## config.mk

```make
export PLATFORM = sky130hd
export DESIGN_NAME = csync_burst_gate
export DESIGN_NICKNAME = d
export VERILOG_FILES = /design/src/rtl/csync_burst_gate.sv
export SDC_FILE = /design/constraint.sdc
export NUM_CORES = 1
export LEC_CHECK = 0
export BUFFER_PORTS_ARGS = -buffer_cell sky130_fd_sc_hd__buf_2
export CAP_MARGIN = 10
export CELL_PAD_IN_SITES_DETAIL_PLACEMENT = 1
export CELL_PAD_IN_SITES_GLOBAL_PLACEMENT = 1
export CORE_MARGIN = 2
export CORE_UTILIZATION = 40
export CTS_CLUSTER_DIAMETER = 100
export DETAILED_ROUTE_END_ITERATION = 8
export GPL_TIMING_DRIVEN = 0
export PLACE_DENSITY_LB_ADDON = 0.1
export SLEW_MARGIN = 20
export SYNTH_ARGS = -nofsm -noshare
export SYNTH_HDL_FRONTEND = slang
export SYNTH_SLANG_ARGS = --single-unit
export TNS_END_PERCENT = 100
```

## constraint.sdc

```tcl
create_clock -name clk -period 1.57 [get_ports clk]
set_input_delay 0.157 -clock clk [delete_from_list [all_inputs] [get_ports clk]]
set_output_delay 0.157 -clock clk [all_outputs]
set_load 0.01 [all_outputs]
```

## src/rtl/csync_burst_gate.sv

```systemverilog
module csync_burst_gate #(
  parameter int CW             = 8,
  parameter int HS_MIN         = 25,
  parameter int HS_MAX         = 36,
  parameter int BROAD_MIN      = 71,
  parameter int CLAMP_AT       = 2,
  parameter int CLAMP_LEN      = 6,
  parameter int NTSC_BURST_AT  = 38,
  parameter int NTSC_BURST_LEN = 18,
  parameter int PAL_BURST_AT   = 47,
  parameter int PAL_BURST_LEN  = 20,
  parameter int VB_HLINES      = 4
) (
  input  logic clk,
  input  logic rst,
  input  logic hsync_in,
  input  logic vsync_in,
  input  logic pal_sel,
  output logic csync_o,
  output logic burst_o,
  output logic clamp_o,
  output logic vblank_o
);
  localparam int VBW = $clog2(VB_HLINES + 1);
  localparam logic [CW-1:0] POS_SAT = '1;
  localparam logic [CW-1:0] CL_LO   = CW'(CLAMP_AT);
  localparam logic [CW-1:0] CL_HI   = CW'(CLAMP_AT + CLAMP_LEN);

  typedef enum logic [1:0] {PK_EQ, PK_LINE, PK_BROAD, PK_NONE} pkind_t;

  logic s1, s2, s3;
  logic [CW-1:0] pos;
  logic live, arm, line_ok, vb;
  logic [1:0] run;
  logic [VBW-1:0] hcnt;
  pkind_t kind;
  logic [CW-1:0] b_lo, b_hi;

  wire fall = s3 & ~s2;
  wire rise = ~s3 & s2;

  assign b_lo = pal_sel ? CW'(PAL_BURST_AT) : CW'(NTSC_BURST_AT);
  assign b_hi = b_lo + (pal_sel ? CW'(PAL_BURST_LEN) : CW'(NTSC_BURST_LEN));

  always_comb begin
    if (pos < CW'(HS_MIN))          kind = PK_EQ;
    else if (pos <= CW'(HS_MAX))    kind = PK_LINE;
    else if (pos >= CW'(BROAD_MIN)) kind = PK_BROAD;
    else                            kind = PK_NONE;
  end

  always_ff @(posedge clk) begin
    if (rst) begin
      s1 <= 1'b1;
      s2 <= 1'b1;
      s3 <= 1'b1;
    end else begin
      s1 <= ~(hsync_in ^ vsync_in);
      s2 <= s1;
      s3 <= s2;
    end
  end

  always_ff @(posedge clk) begin
    if (rst)                  pos <= POS_SAT;
    else if (fall)            pos <= CW'(1);
    else if (pos != POS_SAT)  pos <= pos + CW'(1);
  end

  always_ff @(posedge clk) begin
    if (rst) begin
      live    <= 1'b0;
      arm     <= 1'b0;
      line_ok <= 1'b0;
      vb      <= 1'b0;
      run     <= 2'd0;
      hcnt    <= '0;
    end else begin
      if (fall) begin
        arm     <= live;
        line_ok <= 1'b0;
      end
      if (rise) begin
        live <= 1'b1;
        if (arm) begin
          line_ok <= (kind == PK_LINE);
          if (kind == PK_BROAD) begin
            if (run >= 2'd2) begin
              vb   <= 1'b1;
              hcnt <= '0;
            end
            if (run != 2'd3) run <= run + 2'd1;
          end else begin
            run <= 2'd0;
            if (kind == PK_LINE && vb) begin
              if (hcnt == VBW'(VB_HLINES - 1)) begin
                vb   <= 1'b0;
                hcnt <= '0;
              end else begin
                hcnt <= hcnt + VBW'(1);
              end
            end
          end
        end
      end
    end
  end

  assign csync_o  = s2;
  assign burst_o  = line_ok & (pos >= b_lo) & (pos < b_hi);
  assign clamp_o  = arm & (pos >= CL_LO) & (pos < CL_HI);
  assign vblank_o = vb;

endmodule

```

* Word-level counts from Yosys, hierarchy flattened
Index checks and enable logic that the tools add are counted.
** Storage, ports and cells
- ROM bits :: 0
- Memories kept :: 0
- Input port bits :: 5
- Register bits after elaboration :: 20
- Bits in latches :: 0
- Bits in writable memories :: 0
** Cells by class
- Reductions and logical operators :: 8
- $add $sub $neg :: 4
- Bitwise gates (word level) :: 10
- Multiplexer cells :: 20
- Div/mod/pow operators :: 0
- Multiply operators :: 0
- Shift-type cells :: 0
- Equality and inequality tests :: 7
- Magnitude comparators :: 8
** Operators with widths (count)
- $mux W8 :: 2
- $mux W3 :: 5
- $add A8 B1 Y8 const B :: 1
- $ge A8 B2 Y1 const B :: 1
- $ge A8 B6 Y1 :: 1
- $ge A8 B7 Y1 const B :: 1
- $le A8 B6 Y1 const B :: 1
- $lt A8 B4 Y1 const B :: 1
- $lt A8 B5 Y1 const B :: 1
- $lt A8 B7 Y1 :: 1
- $mux W1 :: 8
- $mux W2 :: 4
- $ne A8 B8 Y1 const B :: 1
- $add A6 B5 Y7 :: 1
- $and A1 B1 Y1 :: 6
- $reduce_bool A2 Y1 :: 3
- $reduce_and A5 Y1 :: 1
- $mux W4 :: 1
- $ne A2 B1 Y1 const B :: 2
- $reduce_and A4 Y1 :: 1
- $add A3 B1 Y3 const B :: 1
- $eq A3 B2 Y1 const B :: 1
- $not A1 Y1 :: 3
- $reduce_and A3 Y1 :: 1
- other kinds (8) :: 8

* Depth between registers and ports, before layout
Gate-level depths: netlist of run 1.
- Word-level depth :: 8
- Mapped depth :: 7

* Worst setup path after synthesis of run 1
Ideal clock, no wire load.
- Kind :: reg-to-reg
- Start point :: register pos[1]
- End point :: register hcnt[1]
- Path slack :: -0.054 ns
- Library setup time :: 0.096 ns
- Arrival time :: 1.528 ns
- Stages on the path, launching flop included :: 7
- Data required time :: 1.474 ns
- Cell sequence :: dfxtp_1 ha_1 a21oi_1 a21o_2 nor3_2 or4b_1 o41ai_2
** Between the ends
- Word-level cells in the longest chain between the ends :: 8
- Elaborated cells on any way between the ends :: 13
- Those cells by class :: order compare (3); eq/ne (3); mux (4); reduce/logical (3)
** Ends and longest elaborated chain
- start: declaration :: RTL line 32 : logic [CW-1:0] pos;
- start signal: assignment :: RTL line 67 : else if (pos != POS_SAT) pos <= pos + CW'(1);
- $ge A8 B7 Y1 :: RTL line 48 : else if (pos >= CW'(BROAD_MIN)) kind = PK_BROAD;
- $mux W1 :: RTL line 48
- $mux W2 :: RTL line 47 : else if (pos <= CW'(HS_MAX)) kind = PK_LINE;
- $mux W2 (*) :: RTL line 46 : if (pos < CW'(HS_MIN)) kind = PK_EQ;
- $eq A2 B1 Y1 :: RTL line 95 : if (kind == PK_LINE && vb) begin
- $logic_and A1 B1 Y1 :: RTL line 95
- $reduce_bool A2 Y1 (no line)
- $reduce_and A4 Y1 (no line)
- end signal: assignment :: RTL line 100 : hcnt <= hcnt + VBW'(1);
- end: declaration :: RTL line 35 : logic [VBW-1:0] hcnt;
Mark *: on every way between the ends. The rest lies on a longest branch, timed or not.
A chain may end at the register's enable or synchronous reset.

* Worst setup path after layout of run 1
- Start point :: register pos[3]
- End point :: output port burst_o
** Between the ends
- Word-level cells in the longest chain between the ends :: 3
- Elaborated cells on any way between the ends :: 4
- Those cells by class :: order compare (2); bitwise (2)
** Ends and longest elaborated chain
- $ge A8 B6 Y1 :: RTL line 110 : assign burst_o = line_ok & (pos >= b_lo) & (pos < b_hi);
- $and A1 B1 Y1 :: RTL line 110
- $and A1 B1 Y1 (*) :: RTL line 110
- end: declaration :: RTL line 20 : output logic burst_o,
Marks and branches as above.

==> results of run 1 <==
## worst min path at each step
stage          endpoint  depth (start not counted)
2_1_floorplan        s1                          2
3_3_place_gp         s1                          3
3_5_place_dp         s1                          3
4_1_cts              s1                          3
5_1_grt              s1                          3
6_report             s1                          3
## metrics by stage
stage | setup slack (ns) | power [mW] | setup TNS [ns] | hold WS (ns)
finish | -0.236 | 2.63 | -1.41 | 0.0676
detailed placement | -0.205 | 1.63 | -1.62 | 0.391
floorplan | -0.00887 | 1.41 | -0.00887 | 0.279
CTS | -0.237 | 2.38 | -1.08 | 0.0595
global route | -0.371 | 2.80 | -2.36 | 0.0723
global placement | -0.181 | 1.57 | -1.10 | 0.380
## cells in the final DEF (no fill, tap or decap), types with 2 or more instances in the layout
cell,instances
dfxtp_1,13
nor2_1,12
buf_2,8
ha_1,7
buf_4,7
a21oi_1,6
ha_4,6
inv_1,5
o21ai_1,5
nand2_1,5
dfxtp_2,5
nor2b_1,4
xnor2_1,4
o21bai_1,4
inv_2,3
nor2_2,3
clkbuf_1,3
nand2_2,3
clkbuf_4,3
buf_6,3
a21oi_2,2
o21ai_0,2
nor4_1,2
nor3_4,2
or2_2,2
nor3_1,2
mux2i_1,2
a21oi_4,2
a21o_2,2
dfxtp_4,2
## final cells by class
cell class | instances | area [um^2]
Inverter | 9 | 36.3
Clock buffer | 3 | 22.5
Clock inverter | 1 | 30.0
Buffer | 4 | 16.3
Fill cell | 334 | 1170
Multi-Input combinational cell | 105 | 940
Tap cell | 31 | 38.8
Timing Repair Buffer | 18 | 136
Sequential cell | 20 | 414
## critical path, delay by kind of cell, from the launching register on
kind,cells,cell delay [ns]
compound gates,2,0.22
buf+inv,1,0.18
fa+ha+maj,1,0.27
simple gates,2,0.30
flops,1,0.38
## power by group
group / leakage, nW / internal (mW) / switching (mW)
clock: 0.0279 / 0.259 / 0.174
combinational: 0.454 / 0.652 / 0.751
sequential: 0.163 / 0.626 / 0.169
## routing by layer
metal / vias to the layer above / wire, um / GRT usage
li1: 530 / - / -
met5: - / 0 / 0
met1: 550 / 1540 / 0.269
met2: 16 / 1830 / 0.384
met4: 0 / 94 / 0.0779
met3: 9 / 70 / 0.0286
## cells by family (layout without fill, tap and decap cells)
family / after synthesis / after routing
simple gates: 53 / 53
compound gates: 31 / 31
flops: 20 / 20
fa+ha+maj: 13 / 13
buf+inv: 13 / 35
xor+xnor: 5 / 5
mux: 3 / 3
## what timing repair did
item                                    in CTS  in global routing
pin swaps                                   17                  9
buffers inserted                             9                  2
endpoints found under the setup margin      15                 17
resized for setup                           31                 21
==> impl_results.md, run 1 <==
* Clock Path Buffers at 2
* I/O Pins at 9
* Simple-gate share of the synthesized area at 0.250
* Initial DRC Count at 22
* DPL Wire Length at 2180 um
* Routability cong. at 0.814
* Leading area contributor after synthesis: dfxtp_1
* Hold Startpoint: hsync_in
* ANT nets after route at 0
* H-tree levels at 1
* Antenna diodes at 0
* Post-synth EDFFs at 0
* Max-slew violations at 0
* Worst reg2reg path startpoint: pos[0]
* CP max FO at 2
* Peak supply drop at 0.00117 V
* Site Rows at 19
* Clk Latency, worst-skew pair at 0.33 ns
* Status: finished, violations left
* Arr. time, crit path at 1.65 ns
* Fin area at 1630 um^2
* Critical path type: reg2out
* R2r setup slk at -0.22 ns
* Largest family of logic cells by synthesized area: simple AND/OR/NAND/NOR gates
* Fin nets at 179
* Tightest Pin Transition at 0.523 ns
* Max-cap violations at 0
* Crit-path cells: ha_4, nand3_2, o21ai_1, a21oi_1, nor4_1, buf_2
* Via count at 1105
* Synth top area share at 0.332
* Total Wirelength at 3540 um
* Post-Synth XOR/XNOR Area at 0.0363
* CORE AREA at 2810 um^2
* Min cycle time layout at 1.81 ns
* 1st-pass router iterations at 5
* Initial antenna violation count at 0
* Most frequent cells after synthesis: dfxtp_1, nor2_1, ha_1
* Crit-path max cell delay at 0.38 ns
* Synth Flop Type: dfxtp_1
* Max_slew headroom at 0.652
* Wire length of the first global-routing pass at 5620 um
* Setup Skew at 0.0226 ns
* Vias in the first global route at 1187
* Inst Count DP at 176
* Hold WC Path Type: in2reg
* Worst Path Required at 1.41 ns
* Synth cell types at 43
* Largest register FFs at 8
* Ranking of synthesized cells by area: dfxtp_1, ha_1, nor2_1
* Die Y at 58.9 um
* CP max stage cell: dfxtp_4
* Crit share post-route at 1.15
* Depth of the worst register-to-register path at 8
* Yosys reg bits at 20
* Routed len/inst at 18.5 um
* GRT overflow at 0
* Final std cells w/o fill at 191
* Final setup violation count at 10
* LEAKAGE at 0.644 nW
* CP endpoint: burst_o
* Share of post-route cells with drive strength above 1 at 0.444
* Post-synthesis mux area share at 0.0260
* Failing checks: design-rule violations, negative setup slack
* TritonCTS buffer count at 3
* CTS root buffer: clkbuf_4
* Synthesized area at 1200 um^2
* Mapped Nets at 156
* Synth Area in Adders at 0.135
* Worst setup margin at -0.236 ns
* CTS tree: yes
* Clock slew at reported path FFs at 0.10 ns
* FMAX at 554 MHz
* RSZ-0062 raised after global routing: true
* Sequential share of the synthesized area at 0.332
* Cells after Synth at 138
* Port Buf Inserts at 7
* Synthesized area per cell at 8.73 um^2
* Setup crit start: pos[3]
* Compound-Gate Fraction of Synth Area at 0.179
* Initial core utilization at 0.430
* # clock sinks at 20
* Final hold violations at 0
* R2R Path End: hcnt[1]
* Total GRT Usage at 0.218
* Largest regs: pos (8), hcnt (3), run (2)
* Hold buffers post-CTS at 0
* Number of synthesis warnings at 0
* Crit. End Element: primary output
* Area after DPL at 1290 um^2
* Area growth syn-to-layout at 35.6%
* Largest register by flop count: pos
* Most frequent cell after synthesis: dfxtp_1
* DIE WIDTH at 58.9 um
* DIE AREA at 3470 um^2
* Startpoint types: flop
* Largest net degree at the start of global routing at 13
* Finished Core Util at 0.583
* FFs w/ async S/R, synth at 0
* DRC errors left at 1
* Pwr Density at 1610 nW/um^2
* Vias per inst at 5.79
Note: power is estimated with default switching activity, not from simulation.
==> inputs of run 2 (changes only) <==
--- a/config.mk
+++ b/config.mk
@@ -15,6 +15,7 @@
 export DETAILED_ROUTE_END_ITERATION = 8
 export GPL_TIMING_DRIVEN = 0
 export PLACE_DENSITY_LB_ADDON = 0.1
+export SETUP_SLACK_MARGIN = 0.05
 export SLEW_MARGIN = 20
 export SYNTH_ARGS = -nofsm -noshare
 export SYNTH_HDL_FRONTEND = slang
==> run 2 against run 1 <==
Net effect:
- the flow still finishes with violations (design-rule violations, negative setup slack)
- final area rose by 0.46%
- sequential power fell by 2%
- clock skew fell by 0.016 ns
- critical path depth did not move
- die area did not move
- largest cell class unchanged
- first-iteration DRC count rose by 77%
- highest routed layer unchanged
- global-route usage fell by 1.5 points
==> impl_results.md, run 2 (same netlist as run 1, synthesis figures left out) <==
* Initial DRC Count at 39 (+77%)
* Commonest non-fill, non-tap cell in the layout: nor2_1
* Worst setup margin at -0.247 ns (-0.0107 ns)
* Area growth syn-to-layout at 36.2%
* DPL Wire Length at 2160 um (-0.94%)
* Antenna diodes at 0 (unchanged)
* Area after DPL at 1320 um^2 (+1.6%)
* I/O Pins at 9 (unchanged)
* Setup crit start: pos[3]
* Port Buf Inserts at 7 (unchanged)
* Share of post-route cells with drive strength above 1 at 0.453 (+0.00908)
* H-tree levels at 1 (unchanged)
* GRT overflow at 0 (unchanged)
* Largest register FFs at 8 (unchanged)
* Status: finished, violations left
* TritonCTS buffer count at 3 (unchanged)
* Max-slew violations at 0 (unchanged)
* Initial antenna violation count at 0 (unchanged)
* # clock sinks at 20 (unchanged)
* DIE AREA at 3470 um^2 (unchanged)
* Part of the power in registers at 0.302 (about the same)
* Fillers at 314 (-6.0%)
* Most frequent cells in the layout: nor2_1, dfxtp_1, buf_4, ha_1, buf_2
* Max-cap violations at 0 (unchanged)
* Startpoint types: flop
* Routed len/inst at 16.8 um (-9.0%)
* Vias per inst at 5.54 (-4.3%)
* Arr. time, crit path at 1.66 ns (about the same)
* RSZ-0062 raised after global routing: true
* Setup Skew at 0.00625 ns (-0.0163 ns)
* Register area at 417 um^2 (+0.60%)
* Total GRT Usage at 0.203 (-0.0147)
* FMAX at 550 MHz (-0.59%)
* Pwr Density at 1570 nW/um^2 (-2.4%)
* Pre-CTS WS at -0.116 ns (+0.0892 ns)
* Min cycle time layout at 1.82 ns (+0.0107 ns)
* LEAKAGE at 0.636 nW (-1.2%)
* Routability cong. at 0.688 (-15%)
* Final setup violation count at 11 (+1)
* Clk Latency, worst-skew pair at 0.31 ns (-0.02 ns)
* Fin nets at 178 (-0.56%)
* Hold Startpoint: hsync_in
* Site Rows at 19 (unchanged)
* Multi-input logic area at 952 um^2 (+1.3%)
* Via count at 1052 (-4.8%)
* Failing checks: design-rule violations, negative setup slack
* Peak supply drop at 0.000947 V (-19%)
* Clock slew at reported path FFs at 0.13 ns (+0.03 ns)
* 1st-pass router iterations at 6 (+1)
* Largest net degree at the start of global routing at 13 (unchanged)
* Critical path type: reg2out
* Sw Ratio at 0.403 (-0.0125)
* DRC errors left at 1 (unchanged)
* Final hold violations at 0 (unchanged)
* Initial core utilization at 0.430 (unchanged)
* Crit. End Element: primary output
* CTS root buffer: clkbuf_4
* Fin area at 1640 um^2 (+0.46%)
* Worst Path Required at 1.41 ns (about the same)
* CORE AREA at 2810 um^2 (unchanged)
* Worst reg2reg path startpoint: pos[1]
* Wire length of the first global-routing pass at 5260 um (-6.5%)
* Tightest Pin Transition at 0.501 ns (-0.0220 ns)
* Finished Core Util at 0.585 (+0.00268)
* Hold WC Path Type: in2reg
* Clock Power Share at 0.168 (+0.003)
* Largest regs: pos (8), hcnt (3), run (2)
* Die Y at 58.9 um (unchanged)
* ANT nets after route at 0 (unchanged)
* CP max FO at 2 (unchanged)
* Max_slew headroom at 0.666 (+0.0146)
* CTS tree: yes
* Vias in the first global route at 1078 (-9.2%)
* Cell internal pwr at 1.54 mW (+0.17%)
* DIE WIDTH at 58.9 um (unchanged)
* Largest register by flop count: pos
* Total Wirelength at 3200 um (-9.4%)
* P_sw at 1.04 mW (-4.9%)
* Clock Path Buffers at 2 (unchanged)
* Total chip power at 2.58 mW (-1.9%)
* Crit share post-route at 1.16 (+0.00680)
* Combinational power share at 0.529 (-0.004)
* Hold buffers post-CTS at 0 (unchanged)
run 2: cell types whose count changed in the layout (fill, tap and decap cells not counted), moves of 2 or more:
| cell | before | now |
|---|---|---|
| o21ai_0 | 2 | 4 |
| a21oi_2 | 2 | 5 |
| a21oi_1 | 6 | 4 |
| nor4_4 | 1 | 3 |
| nor2_2 | 3 | 1 |
| nor2_1 | 12 | 15 |
| o21ai_1 | 5 | 3 |
| buf_6 | 3 | 1 |
run 2: what timing repair did:
| item | CTS | global route |
|---|---|---|
| setup buffers | 9 | 1 |
| resized for setup | 25 | 22 |
| pin swaps | 14 | 5 |
| endpoints found under the setup margin | 15 | 17 |
run 2: per-stage QoR:
step | TNS, ns | cells | hold slack [ns]
after floorplan | 0 | 138 | 0.279
after global placement | -0.343 | 176 | 0.381
after detailed placement | -0.828 | 176 | 0.386
after CTS | -1.21 | 189 | 0.0539
after global routing | -2.19 | 190 | 0.0738
final | -1.24 | 190 | 0.0567
run 2: final timing paths:
path	depth (start not counted)	slack [ns]	endpoint
worst max-delay path	6	-0.25	burst_o
worst min-delay path	3	0.06	s1
worst max register to register	8	-0.21	hcnt[1]
worst min register to register	1	0.44	csync_o
run 2: layout make-up:
| class | instances | share of cell area |
|---|---|---|
| plain buffers | 4 | 0.0114 |
| clock buffers | 3 | 0.0137 |
| clock inverters | 1 | 0.0183 |
| inverters | 9 | 0.0252 |
| multi-input cells | 105 | 0.580 |
| flip-flops and latches | 20 | 0.254 |
| well taps | 31 | 0.0236 |
| repair buffers | 17 | 0.0739 |
run 2: worst max-delay path: stages (launching register included):
cell     delay, ns
dfxtp_4       0.39
ha_4          0.27
nand3_2       0.07
o21ai_2       0.17
a21oi_2       0.07
nor4_1        0.21
buf_2         0.17
run 2: power by group through the flow:
stage,combinational [mW],sequential [mW],clock (mW)
2_1_floorplan,0.706,0.751,0
5_1_grt,1.50,0.798,0.458
4_1_cts,1.25,0.762,0.436
3_5_place_dp,0.895,0.796,0
3_3_place_gp,0.833,0.791,0
6_report,1.37,0.780,0.434
run 2: per-layer routing:
metal	GRT usage	wire length (um)	vias up
met5	0	0	-
met4	0.0325	8	0
met3	0.0462	67	2
met2	0.357	1680	11
met1	0.257	1450	511
li1	-	-	528
==> inputs of run 3 (changes only) <==
--- a/config.mk
+++ b/config.mk
@@ -20,4 +20,4 @@
 export SYNTH_ARGS = -nofsm -noshare
 export SYNTH_HDL_FRONTEND = slang
 export SYNTH_SLANG_ARGS = --single-unit
-export TNS_END_PERCENT = 100
+export TNS_END_PERCENT = 1
==> run 3 against run 2 <==
Net effect:
- the run ends with negative setup slack left
- register-to-register slack improved by 0.02 ns
- flip-flop and latch count unchanged
- final area decreased by 8.2%
- global-route usage decreased by 1.4 points
- critical path depth unchanged
- clock skew decreased by 0.00088 ns
- routed wire length decreased by 11%
- largest cell class unchanged
==> impl_results.md, run 3 (same netlist as run 1, synthesis figures left out) <==
* Hold WC Path Type: in2reg
* 1st-pass router iterations at 4 (-2)
* Area growth syn-to-layout at 25.0%
* Hold buffers post-CTS at 0 (unchanged)
* Setup Skew at 0.00537 ns (-0.000884 ns)
* Largest register FFs at 8 (unchanged)
* RSZ-0062 raised after global routing: true
* ANT nets after route at 0 (unchanged)
* # clock sinks at 20 (unchanged)
* Cell internal pwr at 1.36 mW (-12%)
* Failing checks: negative setup slack
* Pwr Density at 1510 nW/um^2 (-4.1%)
* Final setup violation count at 7 (-4)
* Max_slew headroom at 0.657 (-0.00959)
* Combinational power share at 0.470 (-0.059)
* Via count at 1027 (-2.4%)
* Share of post-route cells with drive strength above 1 at 0.359 (-0.0934)
* LEAKAGE at 0.611 nW (-3.9%)
* Total Wirelength at 2850 um (-11%)
* Site Rows at 19 (unchanged)
* Wire length of the first global-routing pass at 4930 um (-6.2%)
* Final hold slack at 0.0627 ns (+0.00606 ns)
* Largest net degree at the start of global routing at 13 (unchanged)
* Die Y at 58.9 um (unchanged)
* Depth of the worst register-to-register path at 8 (unchanged)
* Initial DRC Count at 29 (-26%)
* CP max FO at 2 (unchanged)
* Port Buf Inserts at 7 (unchanged)
* Clock slew at reported path FFs at 0.11 ns (-0.02 ns)
* Tightest Pin Transition at 0.515 ns (+0.0144 ns)
* Total GRT Usage at 0.189 (-0.0145)
* Peak supply drop at 0.000735 V (-22%)
* Max-cap violations at 0 (unchanged)
* Arr. time, crit path at 1.63 ns (-0.03 ns)
* Critical path type: reg2out
* R2r setup slk at -0.19 ns (+0.02 ns)
* H-tree levels at 1 (unchanged)
* CORE AREA at 2810 um^2 (unchanged)
* FMAX at 558 MHz (+1.4%)
* DRC errors left at 0 (-1)
* Startpoint types: flop
* Crit. End Element: primary output
* P_sw at 909 uW (-13%)
* Clock Power Share at 0.189 (+0.021)
* Clk Latency, worst-skew pair at 0.31 ns (about the same)
* DPL Wire Length at 2130 um (-1.2%)
* I/O Pins at 9 (unchanged)
* Hold depth at 3 (unchanged)
* Status: finished, violations left
* Clock Path Buffers at 2 (unchanged)
* Worst setup margin at -0.221 ns (+0.0259 ns)
* R2R Path End: hcnt[0]
* Part of the power in registers at 0.340 (+0.038)
* DIE AREA at 3470 um^2 (unchanged)
* Min-Delay Endpoint: s1
* Min cycle time layout at 1.79 ns (-0.0259 ns)
* Worst Path Required at 1.41 ns (about the same)
* Most frequent cells in the layout: nor2_1, dfxtp_1, ha_1, buf_2
* Max-slew violations at 0 (unchanged)
* Vias per inst at 5.58 (+0.81%)
* Final hold violations at 0 (unchanged)
* Routed len/inst at 15.5 um (-7.9%)
* Initial core utilization at 0.430 (unchanged)
* TritonCTS buffer count at 3 (unchanged)
* Antenna diodes at 0 (unchanged)
* CTS root buffer: clkbuf_4
* Fin nets at 172 (-3.4%)
* Largest regs: pos (8), hcnt (3), run (2)
* Initial antenna violation count at 0 (unchanged)
* Pre-CTS WS at -0.179 ns (-0.0628 ns)
* Sw Ratio at 0.400 (-0.00278)
* Worst reg2reg path startpoint: pos[1]
* DIE WIDTH at 58.9 um (unchanged)
* CTS tree: yes
* Routability cong. at 0.786 (+14%)
* Crit share post-route at 1.14 (-0.0165)
* GRT overflow at 0 (unchanged)
* Vias in the first global route at 1077 (-0.093%)
* Hold Startpoint: hsync_in
* Largest register by flop count: pos
-- run 3: what timing repair did --
action	CTS	global route
gates resized for setup	20	10
pin swaps	11	3
setup endpoints to repair	15	17
buffers inserted	4	0
-- run 3: stage by stage --
stage | setup TNS, ns | util | instances | area (um^2) | power (mW)
floorplan | 0 | - | 138 | 1240 | 1.44
global placement | -0.639 | 0.468 | 176 | 1310 | 1.62
detailed placement | -1.38 | 0.468 | 176 | 1310 | 1.66
CTS | -1.18 | 0.522 | 184 | 1470 | 2.27
global route | -2.23 | 0.537 | 184 | 1510 | 2.45
finish | -0.809 | 0.537 | 184 | 1510 | 2.27
-- run 3: worst max-delay path: stages (launching register included) --
cell     delay, ns
dfxtp_4       0.38
ha_4          0.26
nand3_2       0.07
o21ai_2       0.16
a21oi_2       0.06
nor4_1        0.21
buf_2         0.17
-- run 3: worst max-delay path by stage --
stage,from,end,slack [ns],depth (start not counted)
2_1_floorplan,pos[1],hcnt[1],0.03,6
3_3_place_gp,pos[3],pos[2],-0.12,5
3_5_place_dp,pos[3],pos[2],-0.18,5
4_1_cts,pos[3],burst_o,-0.25,6
5_1_grt,pos[1],burst_o,-0.35,7
6_report,pos[3],burst_o,-0.22,6
-- run 3: power groups by stage --
stage               clock, mW  sequential (mW)  combinational (mW)
finish                  0.430            0.773                1.07
global route            0.462            0.788                1.21
CTS                     0.438            0.757                1.07
detailed placement          0            0.802               0.859
global placement            0            0.795               0.821
floorplan                   0            0.751               0.693
-- run 3: area by class of cell --
| type | count | area [um^2] |
|---|---|---|
| Multi-Input combinational cell | 105 | 881 |
| Fill cell | 331 | 1300 |
| Inverter | 9 | 33.8 |
| Timing Repair Buffer | 11 | 68.8 |
| Buffer | 4 | 16.3 |
| Clock buffer | 3 | 22.5 |
| Sequential cell | 20 | 415 |
| Clock inverter | 1 | 30.0 |
| Tap cell | 31 | 38.8 |
-- run 3: per-layer routing --
| metal | routed length (um) | GRT usage | vias to the layer above |
|---|---|---|---|
| met3 | 85 | 0.0462 | 5 |
| met4 | 19 | 0.0292 | 0 |
| li1 | - | - | 518 |
| met5 | 0 | 0 | - |
| met1 | 1330 | 0.231 | 489 |
| met2 | 1420 | 0.338 | 15 |
